### src/rtl/dma_regfile.sv
module dma_regfile #(
  parameter int NUM_CH = 8
) (
  input  logic              clk,
  input  logic              rst_n,
  input  logic              sel,
  input  logic              we,
  input  logic [11:0]       addr,
  input  logic [31:0]       wdata,
  input  logic [NUM_CH-1:0] tc_set,
  input  logic [NUM_CH-1:0] err_set,
  output logic [31:0]       rdata,
  output logic              irq
);
  localparam int CW = (NUM_CH > 1) ? $clog2(NUM_CH) : 1;
  localparam int NREG = 5;
  localparam logic [7:0] ID0 = (NUM_CH == 8) ? 8'h80 : 8'h81;

  logic [31:0] ch_regs [NUM_CH][NREG];
  logic [31:0] gconf;
  logic [NUM_CH-1:0] raw_tc, raw_err, tc_mask, err_mask, en_map;
  logic [NUM_CH-1:0] tc_clr, err_clr;

  logic       is_glob, is_chan, is_id, ch_ok, wr;
  logic [5:0] word;
  logic [2:0] chn, rsel;
  logic [CW-1:0] chi;

  assign is_glob = addr[11:8] == 4'h0;
  assign is_chan = addr[11:8] == 4'h1;
  assign is_id   = addr[11:5] == 7'h7F;
  assign word    = addr[7:2];
  assign chn     = addr[7:5];
  assign rsel    = addr[4:2];
  assign chi     = chn[CW-1:0];
  assign ch_ok   = {29'd0, chn} < NUM_CH;
  assign wr      = sel & we;

  for (genvar c = 0; c < NUM_CH; c++) begin : g_mask
    assign tc_mask[c]  = ch_regs[c][4][15];
    assign err_mask[c] = ch_regs[c][4][14];
    assign en_map[c]   = ch_regs[c][4][0];
  end

  assign tc_clr  = (wr && is_glob && word == 6'd2) ? wdata[NUM_CH-1:0] : '0;
  assign err_clr = (wr && is_glob && word == 6'd4) ? wdata[NUM_CH-1:0] : '0;

  always_ff @(posedge clk or negedge rst_n) begin
    if (!rst_n) begin
      for (int c = 0; c < NUM_CH; c++)
        for (int r = 0; r < NREG; r++) ch_regs[c][r] <= '0;
      gconf   <= '0;
      raw_tc  <= '0;
      raw_err <= '0;
    end else begin
      if (wr && is_chan && ch_ok && rsel < 3'd5) ch_regs[chi][rsel] <= wdata;
      if (wr && is_glob && word == 6'd12) gconf <= wdata;
      raw_tc  <= (raw_tc & ~tc_clr) | tc_set;
      raw_err <= (raw_err & ~err_clr) | err_set;
    end
  end

  function automatic logic [7:0] id_byte(input logic [2:0] i);
    case (i)
      3'd0: id_byte = ID0;
      3'd1: id_byte = 8'h10;
      3'd2: id_byte = 8'h04;
      3'd3: id_byte = 8'h0A;
      3'd4: id_byte = 8'h0D;
      3'd5: id_byte = 8'hF0;
      3'd6: id_byte = 8'h05;
      default: id_byte = 8'hB1;
    endcase
  endfunction

  function automatic logic [31:0] zx(input logic [NUM_CH-1:0] v);
    zx = '0;
    zx[NUM_CH-1:0] = v;
  endfunction

  always_comb begin
    rdata = '0;
    if (is_id) begin
      rdata = {24'd0, id_byte(rsel)};
    end else if (is_chan) begin
      if (ch_ok && rsel < 3'd5) rdata = ch_regs[chi][rsel];
    end else if (is_glob) begin
      case (word)
        6'd0:  rdata = zx((raw_tc & tc_mask) | (raw_err & err_mask));
        6'd1:  rdata = zx(raw_tc & tc_mask);
        6'd3:  rdata = zx(raw_err & err_mask);
        6'd5:  rdata = zx(raw_tc);
        6'd6:  rdata = zx(raw_err);
        6'd7:  rdata = zx(en_map);
        6'd12: rdata = gconf;
        default: rdata = '0;
      endcase
    end
  end

  assign irq = |(raw_tc & tc_mask) | |(raw_err & err_mask);
endmodule

### config.mk
export PLATFORM = sky130hd
export DESIGN_NAME = dma_regfile
export DESIGN_NICKNAME = d
export VERILOG_FILES = /design/src/rtl/dma_regfile.sv
export SDC_FILE = /design/constraint.sdc
export NUM_CORES = 2
export LEC_CHECK = 0
export BUFFER_PORTS_ARGS = -buffer_cell sky130_fd_sc_hd__buf_2
export CORE_AREA = 2 2 350 352
export DETAILED_ROUTE_END_ITERATION = 10
export DIE_AREA = 0 0 352 354
export PLACE_DENSITY = 0.67
export SETUP_SLACK_MARGIN = 0.1
export SYNTH_ARGS = -nofsm -noshare
export SYNTH_HDL_FRONTEND = slang
export SYNTH_SLANG_ARGS = --single-unit
### constraint.sdc
create_clock -name clk -period 3.8 [get_ports clk]
set_clock_uncertainty 0.15 [all_clocks]
set_input_delay 0.19 -clock clk [delete_from_list [all_inputs] [get_ports clk]]
set_output_delay 0.19 -clock clk [all_outputs]
set_load 0.02 [all_outputs]
==> reports/metrics.csv <==
metric;value;unit
place_hpwl;127;mm
met3_usage;0.0856;
grt_max_degree;128;
crit_type;input pin to output pin;
core-area;121000;sq um
fin_crit_sh;0.986;
netlist_area;62300;sq um
r2r_cells;2;
port_buffers;94;
place_congestion;0.910;
via_per_inst;6.65;
grtUsageMet1;0.463;
final_cell_mix;dfrtp_1 (1328), mux2_2 (1246), buf_4 (211);
finalSetupViolCount;0;
use_met2;0.500;
drive_gt1_frac;0.431;
postRouteAntennaNets;0;
grt-ovfl-total;0;
worst_setup_path_end_kind;output pin;
yosysTopAreaCellShare;0.533;
p_per_area;430;nW/um^2
ys_seq_area_frac;0.533;
wirelength;209;mm
htreeDepth;4;
reg2reg_slack;2.34;ns
clk_pin_slew;0.06;ns
first_global_vias;42800;
r2r_start;raw_err[7];
grt_pass1_wl;306;mm
cts_resized;0;
cp-start-kind;input pin;
avgSynthCellArea;14.0;sq um
cts_sinks;1328;
fin_crit;3.75;ns
final_common_cell;dfrtp_1;
worstSkewPairLatency;0.76;ns
dr.pass1.iters;6;
area_growth;12.9;%
setup_tns;0;ns
crit_required;3.46;ns
hold_path.class;input pin to flip-flop;
synth_cells;4462;
start_util;0.515;
track_usage;0.337;
cts_tree;yes;
n_fill_cell;9753;
status;finished, final reports clean;
startpoint;addr[6];
wl_per_cell;33.1;microns
ys_top_cells_by_area;dfrtp_1 (53%), mux2_2 (23%), mux4_2 (3.9%), a221oi_1 (2.2%), mux2i_1 (2.2%);
cts_buffers;140;
crit_path_end;rdata[5];
syn_nets;4526;
ioPinCount;97;
post-synth-top-area-cell;dfrtp_1;
die_y;354;microns
rsz0062_at_grt;no;
slew_headroom;0.298;
ir_drop;0.451;mV
fin_area;70300;sq um
reg2reg_to;raw_err[7];
grt_busiest_layer;met2;
postCtsSetupBuffers;0;
maxCapViolations;0;
clockRootBuffer;clkbuf_16;
place_area;64900;sq um
synth_edf_count;0;
drv_slew;0;
rows;128;
yosysWarningCount;0;
p_leak;33.8;nW
yosysUniqueCellTypes;72;
clk_path_buf_depth;3;
die_w;352;microns
crit_fanout;50;
die-area;125000;sq um
worst_pin_slew;1.05;ns
postSynth.asyncResetShare;1.00;
ys_ff_latch;1328;
antenna_found_initial;8;
num_vias;42100;
drtIter0Drc;4856;
drcViolationCount;0;
finalHoldViolations;0;
fin_nets;4653;
fmax;267;MHz
critPathArrivalTime;3.41;ns
synth_ff_type;dfrtp_1;
power breakdown:
part / switching (W) / total [W] / internal, W
Sequential: 0.0000575 / 0.0143 / 0.0143
Combinational: 0.00136 / 0.00189 / 0.000527
Clock: 0.00589 / 0.0140 / 0.00815
Total: 0.00730 / 0.0302 / 0.0229
layer usage:
layer,routed length [microns],vias to the layer above,share of wire
met5,66,-,0.00032
li1,-,16800,-
met4,11400,10,0.054
met2,92100,2164,0.44
met3,21200,587,0.10
met1,84600,22500,0.40
worst min path at each step:
stage / start / to / slack, ns / depth (start not counted)
CTS: wdata[20] / gconf[20] / 0.003 / 2
floorplan: rst_n / ch_regs[0] / -0.26 / 0
global placement: rst_n / ch_regs[510] / 0.07 / 1
finish: wdata[20] / ch_regs[884] / 0.04 / 2
detailed placement: rst_n / ch_regs[510] / 0.07 / 1
global route: wdata[20] / ch_regs[596] / 0.05 / 2
area by class of cell:
cell class | instances | area (sq um) | share of cell area
Sequential cell | 1328 | 33200 | 0.472
Multi-Input combinational cell | 2681 | 26500 | 0.377
Clock buffer | 211 | 4170 | 0.0592
Timing Repair Buffer | 427 | 3850 | 0.0547
Tap cell | 1625 | 2030 | 0.0289
Clock inverter | 38 | 513 | 0.00729
Inverter | 11 | 45.0 | 0.000640
Antenna cell | 4 | 10.0 | 0.000142
flip-flops by register name, indices dropped and copies added, names as in the netlist:
register,cells
raw_err,8
ch_regs,1280
gconf,32
raw_tc,8
stage by stage:
stage | total power, W | hold slack [ns] | utilization | cells | setup WS [ns]
floorplan | 0.0154 | -0.256 | - | 4462 | 1.15
global placement | 0.0163 | 0.0703 | 0.537 | 6001 | 0.397
detailed placement | 0.0164 | 0.0656 | 0.537 | 6001 | 0.408
CTS | 0.0303 | 0.00326 | 0.582 | 6321 | 0.363
global route | 0.0310 | 0.0485 | 0.582 | 6321 | 0.163
finish | 0.0302 | 0.0420 | 0.582 | 6325 | 0.0517
logic make-up after synthesis:
kind of cell | synth area share
compound gates | 0.0750
flops | 0.533
mux | 0.313
buf+inv | 0.0432
simple gates | 0.0353
Yosys cell counts, drive strengths merged, types with 4 or more instances:
cell type	instances
a31oi	15
nor2	161
a32oi	9
a21o	19
and3	6
and2	7
o311ai	6
buf	242
o22ai	44
mux2	1391
o211ai	14
mux2i	134
o21ai	99
nand4	7
dfrtp	1328
a221o	20
a221oi	160
clkbuf	200
nand2	156
mux4	107
a211o	5
a21oi	85
o2111ai	5
a22o	13
o221ai	21
inv	11
o2bb2ai	11
nor3	11
nand3	18
a211oi	7
nand2b	11
nor2b	10
a22oi	79
o31a	4
o22a	8
what timing repair did:
| item | 4_1_cts | 5_1_grt |
|---|---|---|
| hold buffers | 71 | 0 |
| endpoints found under the setup margin | 0 | 0 |
| hold endpoints to repair | 1888 | 0 |
worst max-delay path, cell delays in order:
cell      delay (ns)
buf_8           0.46
inv_2           0.36
nor2_1          0.73
buf_4           0.29
a221oi_1        0.09
a31oi_1         0.40
nor3_1          0.15
a31oi_1         0.39
buf_2           0.25
Power figures use the tool's default switching activity.
